<file path="src/rtl/framer_pkg.sv">
package framer_pkg;

    typedef enum logic [1:0] {
        MODE_IDLE,
        MODE_CMD,
        MODE_DATA
    } mode_e;

    typedef enum logic [1:0] {
        CMD_SOC_RST,
        CMD_SOC_KEEP,
        CMD_MARK
    } cmd_e;

    typedef struct packed {
        logic [3:0] nib;
        logic       cmd;
        logic       esc;
    } lane_t;

    localparam logic [3:0] CODE_ESC  = 4'h0;
    localparam logic [3:0] CODE_KEEP = 4'h4;
    localparam logic [3:0] CODE_MARK = 4'h8;

    function automatic lane_t esc_lane();
        lane_t l;
        l.nib = CODE_ESC;
        l.cmd = 1'b1;
        l.esc = 1'b1;
        return l;
    endfunction

    function automatic lane_t second_lane(cmd_e k);
        lane_t l;
        l.cmd = 1'b1;
        unique case (k)
            CMD_SOC_RST:  begin l.nib = CODE_ESC;  l.esc = 1'b1; end
            CMD_SOC_KEEP: begin l.nib = CODE_KEEP; l.esc = 1'b0; end
            default:      begin l.nib = CODE_MARK; l.esc = 1'b0; end
        endcase
        return l;
    endfunction

    function automatic lane_t data_lane(logic [7:0] b, logic lo);
        lane_t l;
        l.nib = lo ? b[3:0] : b[7:4];
        l.cmd = 1'b0;
        l.esc = 1'b0;
        return l;
    endfunction

    function automatic cmd_e soc_kind(logic period_done);
        return period_done ? CMD_SOC_RST : CMD_SOC_KEEP;
    endfunction

endpackage

</file>
<file path="src/rtl/framer_cell_store.sv">
module framer_cell_store #(
    parameter int CELL_BYTES = 53,
    parameter int CELLS      = 3,
    localparam int IDX_W     = $clog2(CELL_BYTES)
) (
    input  logic             clk,
    input  logic             rst,
    input  logic             wr_valid,
    input  logic [7:0]       wr_data,
    output logic             wr_ready,
    input  logic [IDX_W-1:0] rd_idx,
    input  logic             rd_release,
    output logic [7:0]       rd_data,
    output logic             cell_avail,
    output logic             cell_more
);
    localparam int SLOT_W = (CELLS > 1) ? $clog2(CELLS) : 1;
    localparam int CNT_W  = $clog2(CELLS + 1);
    localparam int DEPTH  = CELL_BYTES * CELLS;
    localparam int ADDR_W = $clog2(DEPTH);

    logic [7:0]        mem [DEPTH];
    logic [SLOT_W-1:0] wr_slot, rd_slot;
    logic [IDX_W-1:0]  wr_idx;
    logic [CNT_W-1:0]  full_cnt;
    logic [ADDR_W-1:0] wr_addr, rd_addr;
    logic              wr_fire, wr_last;

    function automatic logic [SLOT_W-1:0] slot_inc(logic [SLOT_W-1:0] s);
        return (s == SLOT_W'(CELLS - 1)) ? '0 : s + 1'b1;
    endfunction

    assign wr_ready   = (full_cnt != CNT_W'(CELLS));
    assign wr_fire    = wr_valid && wr_ready;
    assign wr_last    = (wr_idx == IDX_W'(CELL_BYTES - 1));
    assign wr_addr    = ADDR_W'(int'(wr_slot) * CELL_BYTES + int'(wr_idx));
    assign rd_addr    = ADDR_W'(int'(rd_slot) * CELL_BYTES + int'(rd_idx));
    assign rd_data    = mem[rd_addr];
    assign cell_avail = (full_cnt != '0);
    assign cell_more  = (full_cnt > CNT_W'(1));

    always_ff @(posedge clk) begin
        if (wr_fire) begin
            mem[wr_addr] <= wr_data;
        end
    end

    always_ff @(posedge clk) begin
        if (rst) begin
            wr_slot  <= '0;
            wr_idx   <= '0;
            rd_slot  <= '0;
            full_cnt <= '0;
        end else begin
            if (wr_fire) begin
                if (wr_last) begin
                    wr_idx  <= '0;
                    wr_slot <= slot_inc(wr_slot);
                end else begin
                    wr_idx <= wr_idx + 1'b1;
                end
            end
            if (rd_release) begin
                rd_slot <= slot_inc(rd_slot);
            end
            unique case ({wr_fire && wr_last, rd_release})
                2'b10:   full_cnt <= full_cnt + 1'b1;
                2'b01:   full_cnt <= full_cnt - 1'b1;
                default: full_cnt <= full_cnt;
            endcase
        end
    end

endmodule

</file>
<file path="src/rtl/framer_period_track.sv">
module framer_period_track #(
    parameter int PERIOD = 1023
) (
    input  logic clk,
    input  logic rst,
    input  logic fire,
    input  logic reset_evt,
    output logic done_next
);
    localparam int CW = $clog2(PERIOD + 1);

    logic [CW-1:0] cnt, cnt_n;

    always_comb begin
        cnt_n = cnt;
        if (reset_evt) begin
            cnt_n = '0;
        end else if (fire && (cnt != CW'(PERIOD))) begin
            cnt_n = cnt + 1'b1;
        end
    end

    assign done_next = (cnt_n == CW'(PERIOD));

    always_ff @(posedge clk) begin
        if (rst) begin
            cnt <= CW'(PERIOD);
        end else begin
            cnt <= cnt_n;
        end
    end

endmodule

</file>
<file path="src/rtl/framer_seq.sv">
module framer_seq
    import framer_pkg::*;
#(
    parameter int CELL_BYTES = 53,
    localparam int IDX_W     = $clog2(CELL_BYTES)
) (
    input  logic             clk,
    input  logic             rst,
    input  logic             sync_pulse,
    input  logic             cell_avail,
    input  logic             cell_more,
    input  logic [7:0]       rd_data,
    input  logic             done_next,
    input  logic             tx_ready,
    output logic [IDX_W-1:0] rd_idx,
    output logic             rd_release,
    output logic             fire,
    output logic             reset_evt,
    output logic             tx_valid,
    output lane_t            lane
);
    localparam logic [IDX_W-1:0] LAST = IDX_W'(CELL_BYTES - 1);

    mode_e            mode;
    cmd_e             kind;
    logic             second, in_cell, lo_nib, pend;
    logic [IDX_W-1:0] byte_idx;
    logic             cmd_done, byte_done, cell_end, boundary, stay_in_cell, more;

    assign tx_valid     = (mode != MODE_IDLE);
    assign fire         = tx_valid && tx_ready;
    assign cmd_done     = fire && (mode == MODE_CMD) && second;
    assign byte_done    = fire && (mode == MODE_DATA) && lo_nib;
    assign cell_end     = byte_done && (byte_idx == LAST);
    assign boundary     = (mode == MODE_IDLE) || cmd_done || byte_done;
    assign stay_in_cell = in_cell && !cell_end;
    assign more         = cell_end ? cell_more : cell_avail;
    assign reset_evt    = cmd_done && (kind == CMD_SOC_RST);
    assign rd_idx       = byte_idx;
    assign rd_release   = cell_end;

    always_comb begin
        unique case (mode)
            MODE_CMD:  lane = second ? second_lane(kind) : esc_lane();
            MODE_DATA: lane = data_lane(rd_data, lo_nib);
            default:   lane = '0;
        endcase
    end

    always_ff @(posedge clk) begin
        if (rst) begin
            mode     <= MODE_IDLE;
            kind     <= CMD_SOC_KEEP;
            second   <= 1'b0;
            in_cell  <= 1'b0;
            lo_nib   <= 1'b0;
            pend     <= 1'b0;
            byte_idx <= '0;
        end else begin
            if (fire && (mode == MODE_CMD) && !second) begin
                second <= 1'b1;
            end
            if (fire && (mode == MODE_DATA) && !lo_nib) begin
                lo_nib <= 1'b1;
            end
            if (byte_done) begin
                byte_idx <= cell_end ? '0 : byte_idx + 1'b1;
                if (cell_end) begin
                    in_cell <= 1'b0;
                end
            end
            if (boundary) begin
                if (pend) begin
                    mode   <= MODE_CMD;
                    kind   <= CMD_MARK;
                    second <= 1'b0;
                    pend   <= 1'b0;
                end else if (stay_in_cell) begin
                    mode   <= MODE_DATA;
                    lo_nib <= 1'b0;
                end else if (more) begin
                    mode     <= MODE_CMD;
                    kind     <= soc_kind(done_next);
                    second   <= 1'b0;
                    in_cell  <= 1'b1;
                    byte_idx <= '0;
                end else begin
                    mode <= MODE_IDLE;
                end
            end
            if (sync_pulse) begin
                pend <= 1'b1;
            end
        end
    end

endmodule

</file>
<file path="src/rtl/cell_framer.sv">
module cell_framer
    import framer_pkg::*;
#(
    parameter int CELL_BYTES = 53,
    parameter int CELLS      = 3,
    parameter int PERIOD     = 1023
) (
    input  logic       clk,
    input  logic       rst,
    input  logic       wr_valid,
    input  logic [7:0] wr_data,
    output logic       wr_ready,
    input  logic       sync_pulse,
    input  logic       tx_ready,
    output logic       tx_valid,
    output logic [3:0] tx_nib,
    output logic       tx_cmd,
    output logic       tx_esc
);
    localparam int IDX_W = $clog2(CELL_BYTES);

    logic [IDX_W-1:0] rd_idx;
    logic [7:0]       rd_data;
    logic             rd_release, cell_avail, cell_more;
    logic             fire, reset_evt, done_next;
    lane_t            lane;

    framer_cell_store #(.CELL_BYTES(CELL_BYTES), .CELLS(CELLS)) u_store (
        .clk(clk), .rst(rst),
        .wr_valid(wr_valid), .wr_data(wr_data), .wr_ready(wr_ready),
        .rd_idx(rd_idx), .rd_release(rd_release), .rd_data(rd_data),
        .cell_avail(cell_avail), .cell_more(cell_more)
    );

    framer_period_track #(.PERIOD(PERIOD)) u_period (
        .clk(clk), .rst(rst),
        .fire(fire), .reset_evt(reset_evt), .done_next(done_next)
    );

    framer_seq #(.CELL_BYTES(CELL_BYTES)) u_seq (
        .clk(clk), .rst(rst), .sync_pulse(sync_pulse),
        .cell_avail(cell_avail), .cell_more(cell_more), .rd_data(rd_data),
        .done_next(done_next), .tx_ready(tx_ready),
        .rd_idx(rd_idx), .rd_release(rd_release),
        .fire(fire), .reset_evt(reset_evt),
        .tx_valid(tx_valid), .lane(lane)
    );

    assign tx_nib = lane.nib;
    assign tx_cmd = lane.cmd;
    assign tx_esc = lane.esc;

endmodule

</file>
<file path="config.mk">
export PLATFORM = sky130hd
export DESIGN_NAME = cell_framer
export DESIGN_NICKNAME = d
export VERILOG_FILES = /design/src/rtl/framer_pkg.sv /design/src/rtl/framer_cell_store.sv /design/src/rtl/framer_period_track.sv /design/src/rtl/framer_seq.sv /design/src/rtl/cell_framer.sv
export SDC_FILE = /design/constraint.sdc
export NUM_CORES = 1
export LEC_CHECK = 0
export BUFFER_PORTS_ARGS = -buffer_cell sky130_fd_sc_hd__buf_2
export CORE_ASPECT_RATIO = 2
export CORE_MARGIN = 10
export CORE_UTILIZATION = 45
export CTS_BUF_LIST = sky130_fd_sc_hd__clkbuf_8
export DETAILED_ROUTE_END_ITERATION = 16
export RECOVER_POWER = 25
export SLEW_MARGIN = 20
export SYNTH_ARGS = -nofsm -noshare
export SYNTH_HDL_FRONTEND = slang
export SYNTH_SLANG_ARGS = --single-unit
</file>
<file path="constraint.sdc">
create_clock -name clk -period 3.29 [get_ports clk]
set_input_delay 0.1645 -clock clk [delete_from_list [all_inputs] [get_ports clk]]
set_output_delay 0.1645 -clock clk [all_outputs]
set_load 0.05 [all_outputs]
</file>
Yosys cells after proc, flatten, opt, wreduce, memory -nomap -nowiden

Memory sizes are Yosys's and may differ from the RTL's.
Index checks and enable logic that the tools add are counted.

Bits in registers: 36
Latch bits: 0
RAM bits: 1272
Memory bits (read-only): 0
Input bits: 13
Output and inout bits: 8
Logic and storage cells: 109
Memories kept: 1

$add $sub $neg: 9
Multiply operators: 2
Divide/modulo/power cells: 0
Magnitude comparators: 1
Equality and inequality tests: 13
Shift operators: 0
Muxes and demuxes: 44
Bitwise gates (word level): 0
Reduce and logical (&&, ||, !) cells: 27

Memory list:

| memory      | depth | width | read ports | clocked after Yosys merged registers in | wr ports | line                    | text |
|---|---|---|---|---|---|---|---|
| u_store.mem | 159   | 8     | 1          | 0                                       | 1        | framer_cell_store.sv:22 | `logic [7:0] mem [DEPTH];` |

Operators with widths:

| operator                                                               | count |
|---|---|
| 6-bit two-way mux                                                      | 8 |
| 1-bit two-way mux                                                      | 23 |
| 10-bit two-way mux                                                     | 2 |
| 8-bit by 7-bit adder with 8-bit output                                 | 2 |
| 2-bit by 6-bit multiplier with 8-bit output (second input constant)    | 2 |
| 2-bit two-way mux                                                      | 7 |
| 1-bit logical AND                                                      | 13 |
| 6-bit by 1-bit adder with 6-bit output (second input constant)         | 2 |
| 6-bit equality test (second input constant)                            | 2 |
| 6-bit one-hot mux with 2 select lines                                  | 1 |
| 10-bit by 1-bit adder with 10-bit output (second input constant)       | 1 |
| 10-bit equality test (second input constant)                           | 1 |
| 10-bit != test (second input constant)                                 | 1 |
| 2-bit nonzero test                                                     | 5 |
| 2-bit equality test (second input constant)                            | 4 |
| 4-bit one-hot mux with 2 select lines                                  | 1 |
| 2-bit by 1-bit adder with 2-bit output (second input constant)         | 3 |
| 2-bit by 1-bit equality test with 1-bit output (second input constant) | 3 |
| 2-bit zero test                                                        | 2 |
| 4-bit two-way mux                                                      | 1 |
| 2-bit one-hot mux with 2 select lines                                  | 1 |
| 1-bit zero test                                                        | 3 |
| 3-bit AND reduction                                                    | 1 |
| 2-bit by 1-bit > comparator with 1-bit output (second input constant)  | 1 |
| 5 further kinds                                                        | 6 |

Logic depth before layout (Yosys ltp)

Gate-level depths: netlist of the first run.

Word-level depth: 11
Mapped depth: 14

Cells and area by module

From an unflattened synthesis of the first run, not the netlist that was laid out.

Cells, all modules: 2604
Area total of the unflattened synthesis: 52580.4 µm²

By module, submodules not included:

| module              | times used | cells each | area an instance (µm²) |
|---|---|---|---|
| framer_cell_store   | 1          | 2428       | 51042.7 |
| framer_seq          | 1          | 102        | 890.9 |
| framer_period_track | 1          | 74         | 646.9 |

Worst setup path after synthesis of the first run

OpenSTA, ideal clock, no wires.

Path kind: reg2out
Start point: register u_store.rd_slot[1]
End point: output port tx_nib[2]
Data arrival time: 4.164 ns
Slack: -1.038 ns
Cell stages (with the launch flop): 14
Buffers on the path: 2
Cell sequence: dfxtp_1 ha_1 ha_1 inv_1 fa_1 nand2b_1 a21oi_1 xnor2_1 clkbuf_1 clkbuf_1 a31oi_1 a21oi_1 nor3_1 o31ai_1

Cells in the longest elaborated chain, start to end: 5

RTL lines:

| what                                        | line                    | text |
|---|---|---|
| start, declared                             | framer_cell_store.sv:23 | `logic [SLOT_W-1:0] wr_slot, rd_slot;` |
| start signal, assigned                      | framer_cell_store.sv:64 | `rd_slot <= slot_inc(rd_slot);` |
| 2-bit by 6-bit multiplier with 8-bit output | framer_cell_store.sv:37 | `assign rd_addr = ADDR_W'(int'(rd_slot) * CELL_BYTES + int'(rd_idx));` |
| 8-bit by 7-bit adder with 8-bit output      | framer_cell_store.sv:37 |  |
| memory 159 x 8 bit                          | -                       |  |
| 4-bit two-way mux                           | framer_pkg.sv:46        | `l.nib = lo ? b[3:0] : b[7:4];` |
| 6-bit one-hot mux with 2 select lines       | framer_seq.sv:43        | `unique case (mode)` |
| end, declared                               | cell_framer.sv:16       | `output logic [3:0] tx_nib,` |

No other way between the ends.

Worst setup path after layout of the first run

Start point: register u_store.rd_slot[0]
End point: output port tx_nib[3]

The elaborated chain is that of the path after synthesis.

==> out/qor.txt, run 1 <==
Setup Crit Path Kind = reg -> out
Setup-failing EPs final = 4
critical path fanouts, max = 7
initial antenna violation count = 1
routed wire length per instance = 29.5 µm
largest net degree at the start of global routing = 83
Slew Limit Fails = 590
share of layout cells above drive strength 1 = 37.7%
Final period util = 145%
H-tree depth = 4
dpl cells = 4281
Iteration-0 DRC Markers = 2169
leading post-synthesis cells by instance count = edfxtp_1, mux4_2, nor2_1, nand2_1, clkbuf_1
first-pass GRT wire length = 199000 µm
FP Rows = 176
Power Dens Cells = 502 nW/µm²
Rel. slew slack = -114%
failing checks = capacitance limit, slew limit, setup timing
WP data arrival = 4.61 ns
Required @ worst endpoint = 3.13 ns
worst hold slack = 0.326 ns
post-synthesis cell type count = 61
Post-synth EDFFs = 1272
area of the multi-input gates = 12800 µm²
total grt overflow = 0
GPL Wtd Cong = 0.905
CTS tree = done
VDD IR max = 286 µV
vias = 26400
Detailed Routing Iterations Pass 1 = 5
root buffer cell = clkbuf_8
worst hold path class = in -> reg
Cell Count, Final, Fillers Out = 4613
Detail Route Antenna Nets = 0
Core ar. = 115000 µm²
DP HPWL = 93200 µm
DIE HEIGHT = 500 µm
Setup crit start = u_store.rd_slot[0]$_SDFFE_PP0P_
critical path endpoint category = primary output
die area = 130000 µm²
synthesized area per cell = 21.1 µm²
#FFs+latches synth = 1308
Place WS = -1.17 ns
final worst path period need = 4.78 ns
Pleak = 0.0200 µW
share of Yosys cell area claimed by the top area cell type = 73.6%
Total GRT Usage = 21.3%
Final Skew = 0.0395 ns
drt total wl = 136000 µm
post-synthesis sequential area ratio = 75.0%
sequential cell area = 38900 µm²
drt drc = 0
PnR worst setup slack = -1.49 ns
initial core utilization = 45.2%
hold_sp = tx_ready
Worst Setup Start Kind = register
status = finished, violations left
RSZ-0062 raised after global routing = yes
PortBufs = 20
most common cell in the netlist = edfxtp_1
dominant synthesized flop cell = edfxtp_1
CTS clk-pin slew, worst paths = 0.07 ns
Die X = 260 µm
final hold violations = 0
worst r2r src = u_store.wr_idx[1]$_SDFFE_PP0P_
Synth Instances = 2461
clock buffer depth = 3
I/O pin count = 21
Via density = 5.72
Synth Net Count = 2517
cts bufs inserted = 171
synth warn = 0
Least-Margin Pin Slew = 3.21 ns
fill count = 8809
Sink Count = 1308
synthesis-to-finish area growth = 18.7%
post-synth top area cell = edfxtp_1
# nets final = 3020
f_max = 209 MHz
largest cells by area after synthesis = edfxtp_1, mux4_2, nor2_1
vias in the first global route = 28600
# Max-Cap Violations = 9
FFs w/ async S/R, synth = 0%
Worst-Skew Late Latency = 0.87 ns
synthesized area = 51900 µm²
critical path, stage by stage (launching register included):
cell      delay (ns)
dfxtp_2         0.34
buf_4           0.12
ha_4            0.14
ha_4            0.14
inv_2           0.03
fa_4            0.92
buf_12          0.16
mux4_2          0.29
mux4_2          0.50
a22o_1          0.26
a211oi_2        0.19
o22a_1          0.22
o211ai_1        0.17
buf_4           0.25
routing by layer:
metal	share of wire (%)	routed length (µm)	global-route usage [%]
met5	0	0	0
met3	4.4	5990	3.40
met4	5.5	7460	11.2
met2	56	76400	39.3
met1	34	46100	22.9
timing repair:
item,CTS,global route
pin swaps,5,11
hold buffers,15,0
cloned,1,0
setup buffers,3,6
endpoints found under the setup margin,253,857
hold endpoints to repair,391,0
gates resized for setup,42,27
state kept, by name, indices dropped and copies added (netlist names):
register	cells
u_period.cnt	10
u_seq.in_cell	1
u_seq.kind	2
u_seq.lo_nib	1
u_seq.mode	2
u_seq.pend	1
u_seq.rd_idx	6
u_seq.second	1
u_store.full_cnt	2
u_store.mem	1272
u_store.rd_slot	2
u_store.wr_idx	6
u_store.wr_slot	2
cell type report:
cell class / count / area share, %
diodes: 2 / 0.00813
clock buffers: 179 / 4.00
clock inverters: 128 / 1.51
inverters: 27 / 0.165
multi-input cells: 1003 / 20.7
flip-flops and latches: 1308 / 63.2
well taps: 1513 / 3.07
repair buffers: 453 / 7.30
through the flow:
step / utilization [%] / power [µW] / area (µm²) / TNS [ns]
after detailed placement: 50.3 / 19100 / 57700 / -10.20
after floorplan: - / 18700 / 52200 / -19.68
final: 53.7 / 30900 / 61600 / -5.78
after global placement: 50.3 / 19100 / 57700 / -5.56
after global routing: 53.7 / 31900 / 61600 / -10.67
after CTS: 53.6 / 31200 / 61500 / -6.14
where the power goes:
part	switching [µW]	internal [µW]	total, µW
Sequential	10.8	18300	18300
Clock	5950	6170	12100
Combinational	377	90.1	467
Total	6340	24600	30900
cells by family (layout without fill, tap and decap cells):
group | count (synthesis) | after routing | synth area share (%)
DFF | 1308 | 1308 | 75.0
and+or+nand+nor | 394 | 394 | 3.21
buffers and inverters | 150 | 787 | 1.35
AOI/OAI and AO/OA | 113 | 113 | 1.47
xor gates and xnor gates | 32 | 32 | 0.540
other | 0 | 2 | 0
adders and majority gates | 43 | 43 | 1.09
muxes | 421 | 421 | 17.3
path summary, 6_finish.rpt:
path	endpoint	slack [ns]	cells past startpoint
worst max-delay path	tx_nib[3]	-1.49	13
worst min-delay path	u_seq.mode[0]$_SDFFE_PP0N_	0.33	5
worst max register to register	u_store.mem[57][1]$_DFFE_PP_	0.10	13
worst min register to register	u_seq.mode[0]$_SDFFE_PP0N_	0.51	2
cell usage in the layout (no fill, tap or decap), types with 35 or more instances in the layout:
| cell type | instances |
|---|---|
| buf_4 | 324 |
| inv_1 | 66 |
| nor2_2 | 65 |
| nor2_1 | 152 |
| nand2_1 | 92 |
| edfxtp_1 | 1272 |
| ha_1 | 35 |
| clkinv_1 | 39 |
| mux4_2 | 381 |
| buf_12 | 84 |
| clkbuf_8 | 179 |
Note: power is estimated with default switching activity, not from simulation.
==> inputs of run 2 (changes only) <==
SYNTH_HIERARCHICAL = 1   (was unset)
==> out/qor.txt, run 2 <==
DIE HEIGHT = 503 µm (was 500 µm)
CTS tree = done (unchanged)
Iteration-0 DRC Markers = 2494 (was 2169)
Place WS = -1.60 ns (was -1.17 ns)
initial antenna violation count = 1 (unchanged)
post-synth top area cell = edfxtp_1 (unchanged)
# Max-Cap Violations = 8 (was 9)
Setup-failing EPs final = 4 (unchanged)
Synth Instances = 2604 (was 2461)
vias in the first global route = 29800 (was 28600)
Worst-Skew Late Latency = 0.87 ns (about the same)
root buffer cell = clkbuf_8 (unchanged)
share of Yosys cell area claimed by the top area cell type = 72.6% (was 73.6%)
H-tree depth = 4 (unchanged)
Int Power = 24500 µW (was 24600 µW)
f_max = 199 MHz (was 209 MHz)
first-pass GRT wire length = 207000 µm (was 199000 µm)
#FFs+latches synth = 1308 (unchanged)
Pleak = 0.0207 µW (was 0.0200 µW)
CTS clk-pin slew, worst paths = 0.07 ns (about the same)
clock buffer depth = 3 (unchanged)
worst hold path class = in -> reg (unchanged)
post-synthesis cell type count = 79 (was 61)
most frequent cells in the layout = edfxtp_1, buf_4, mux4_2 (was edfxtp_1, mux4_2, buf_4)
Largest regs = u_store/mem: 1272 flops, u_period/cnt: 10 flops (was u_store.mem: 1272 flops, u_period.cnt: 10 flops)
fill count = 9052 (was 8809)
WP data arrival = 4.85 ns (was 4.61 ns)
critical path endpoint category = primary output (unchanged)
Total GRT Usage = 22.0% (was 21.3%)
Detail Route Antenna Nets = 0 (unchanged)
Required @ worst endpoint = 3.13 ns (about the same)
Placed Area = 58300 µm² (was 57700 µm²)
drt drc = 0 (unchanged)
Sw Share = 20.9% (was 20.5%)
failing checks = capacitance limit, slew limit, setup timing (unchanged)
P_sw = 6490 µW (was 6340 µW)
sequential cell area = 38900 µm² (about the same)
routed wire length per instance = 29.3 µm (was 29.5 µm)
design area = 62500 µm² (was 61600 µm²)
Synth Net Count = 2659 (was 2517)
most common cell after layout, fill and taps aside = edfxtp_1 (unchanged)
setup TNS = -6.71 ns (was -5.78 ns)
total grt overflow = 0 (unchanged)
critical path fanouts, max = 8 (was 7)
dominant synthesized flop cell = edfxtp_1 (unchanged)
max reg flops = 1272 (unchanged)
VDD IR max = 319 µV (was 286 µV)
largest cells by area after synthesis = edfxtp_1, mux4_2, mux4_1 (was edfxtp_1, mux4_2, nor2_1)
post-synthesis sequential area ratio = 74.0% (was 75.0%)
Worst Setup Start Kind = register (unchanged)
final core utilization = 53.8% (was 53.7%)
Slew Limit Fails = 516 (was 590)
synth warn = 6 (was 0)
# nets final = 3231 (was 3020)
largest net degree at the start of global routing = 120 (was 83)
I/O pin count = 21 (unchanged)
die area = 132000 µm² (was 130000 µm²)
Largest stage delay, worst path = 0.86 ns (was 0.92 ns)
drt total wl = 142000 µm (was 136000 µm)
synthesized area per cell = 20.2 µm² (was 21.1 µm²)
FFs w/ async S/R, synth = 0% (unchanged)
vias = 28000 (was 26400)
area of the multi-input gates = 13300 µm² (was 12800 µm²)
PortBufs = 20 (unchanged)
Critical-path top delay cell = fa_4 (unchanged)
Final period util = 152% (was 145%)
PnR worst setup slack = -1.73 ns (was -1.49 ns)
DP HPWL = 98300 µm (was 93200 µm)
combinational power share = 1.6% (was 1.5%)
cts bufs inserted = 169 (was 171)
synthesized area = 52600 µm² (was 51900 µm²)
Die X = 262 µm (was 260 µm)
Power Dens Cells = 495 nW/µm² (was 502 nW/µm²)
CP Cell Sequence = ha_4, ha_4, inv_2, fa_4, buf_12, buf_4, mux4_2, mux2i_2, o22ai_2, nor4_4, buf_4, a2111oi_4, mux2_4, nand2_4, a21boi_4, buf_6 (was buf_4, ha_4, ha_4, inv_2, fa_4, buf_12, mux4_2, mux4_2, a22o_1, a211oi_2, o22a_1, o211ai_1, buf_4)
Setup Crit Path Kind = reg -> out (unchanged)
Flop pwr share = 59.1% (was 59.2%)
Core ar. = 116000 µm² (was 115000 µm²)
Least-Margin Pin Slew = 2.96 ns (was 3.21 ns)
synthesis-to-finish area growth = 18.9% (was 18.7%)
most common cell in the netlist = edfxtp_1 (unchanged)
final hold violations = 0 (unchanged)
RSZ-0062 raised after global routing = yes (unchanged)
final worst path period need = 5.02 ns (was 4.78 ns)
FP Rows = 177 (was 176)
status = finished, violations left (unchanged)
Final Skew = 0.0240 ns (was 0.0395 ns)
initial core utilization = 45.2% (about the same)
Post-synth EDFFs = 1272 (unchanged)
clock power share = 39.3% (was 39.2%)
Sink Count = 1308 (unchanged)
Via density = 5.78 (was 5.72)
share of layout cells above drive strength 1 = 35.7% (was 37.7%)
leading post-synthesis cells by instance count = edfxtp_1, mux4_2, nor2_1, nand2_1, mux2i_1 (was edfxtp_1, mux4_2, nor2_1, nand2_1, clkbuf_1)
Largest Register = u_store/mem (was u_store.mem)
Rel. slew slack = -97.0% (was -114%)
GPL Wtd Cong = 0.936 (was 0.905)
Detailed Routing Iterations Pass 1 = 5 (unchanged)
run 2: changes by cell type after synthesis, sizes merged, moves of 9 or more:
cell,previous run,this run
a21oi,30,49
a22oi,2,17
a311oi,4,13
and3,8,17
buf,70,98
clkbuf,53,36
mux2i,36,52
mux4,381,340
nand2,96,157
nor2,217,201
nor4,5,14
o22ai,0,14
run 2: logic make-up after synthesis:
kind of cell | Yosys count | synth area share (%)
xor gates and xnor gates | 20 | 0.362
and+or+nand+nor | 483 | 4.11
buffers and inverters | 164 | 1.99
DFF | 1308 | 74.0
muxes | 399 | 16.0
AOI/OAI and AO/OA | 188 | 2.47
adders and majority gates | 42 | 1.06
run 2: power by group through the flow:
stage / Sequential (µW) / Clock [µW] / Combinational [µW]
after floorplan: 18700 / 0 / 91.3
after global placement: 18600 / 0 / 477
after detailed placement: 18600 / 0 / 500
after CTS: 18300 / 12500 / 516
after global routing: 18300 / 13200 / 537
final: 18300 / 12200 / 500
run 2: path summary, 6_finish.rpt:
kind,startpoint,end,slack [ns],cells after the start
min reg2reg,u_seq/mode[1]$_SDFFE_PP0N_,u_seq/mode[1]$_SDFFE_PP0N_,0.48,2
max reg2reg,u_store/wr_slot[1]$_SDFFE_PP0P_,u_store/mem[93][0]$_DFFE_PP_,0.09,12
max,u_store/rd_slot[1]$_SDFFE_PP0P_,tx_nib[2],-1.73,16
min,rst,u_store/wr_slot[1]$_SDFFE_PP0P_,0.35,3
run 2: final cells by class:
class / instances / share of cell area [%]
flip-flops and latches: 1308 / 62.2
diodes: 1 / 0.00400
inverters: 30 / 0.182
well taps: 1521 / 3.04
clock inverters: 145 / 1.70
multi-input cells: 1132 / 21.3
clock buffers: 171 / 3.76
repair buffers: 535 / 7.77
run 2: layer usage:
layer  track usage (%)  up-vias  share of wire [%]
li1                  -    11900                  -
met1              24.1    14700                 34
met2              39.3     1012                 54
met3              3.47      362                5.5
met4              13.6        0                7.0
met5                 0        -                  0
run 2: metrics by stage:
step / instances / hold WS [ns] / power (µW)
2_1_floorplan: 2604 / 0.250 / 18700
3_3_place_gp: 4486 / 0.378 / 19100
3_5_place_dp: 4486 / 0.385 / 19100
4_1_cts: 4833 / 0.263 / 31300
5_1_grt: 4843 / 0.339 / 32000
6_report: 4843 / 0.352 / 31000
run 2: critical path, delay by kind of cell, from the launching register on:
kind / cells / cell delay (ns)
simple gates: 2 / 0.53
fa+ha+maj: 3 / 1.27
mux: 3 / 0.88
compound gates: 3 / 0.22
buf+inv: 5 / 0.72
flops: 1 / 0.36
run 2: repair_timing:
item / CTS / global route
setup endpoints to repair: 403 / 885
buffers inserted: 15 / 11
gates cloned: 1 / 0
gates resized for setup: 65 / 52
endpoints found under the hold margin: 390 / 0
pin swaps: 12 / 10
hold buffers: 16 / 0
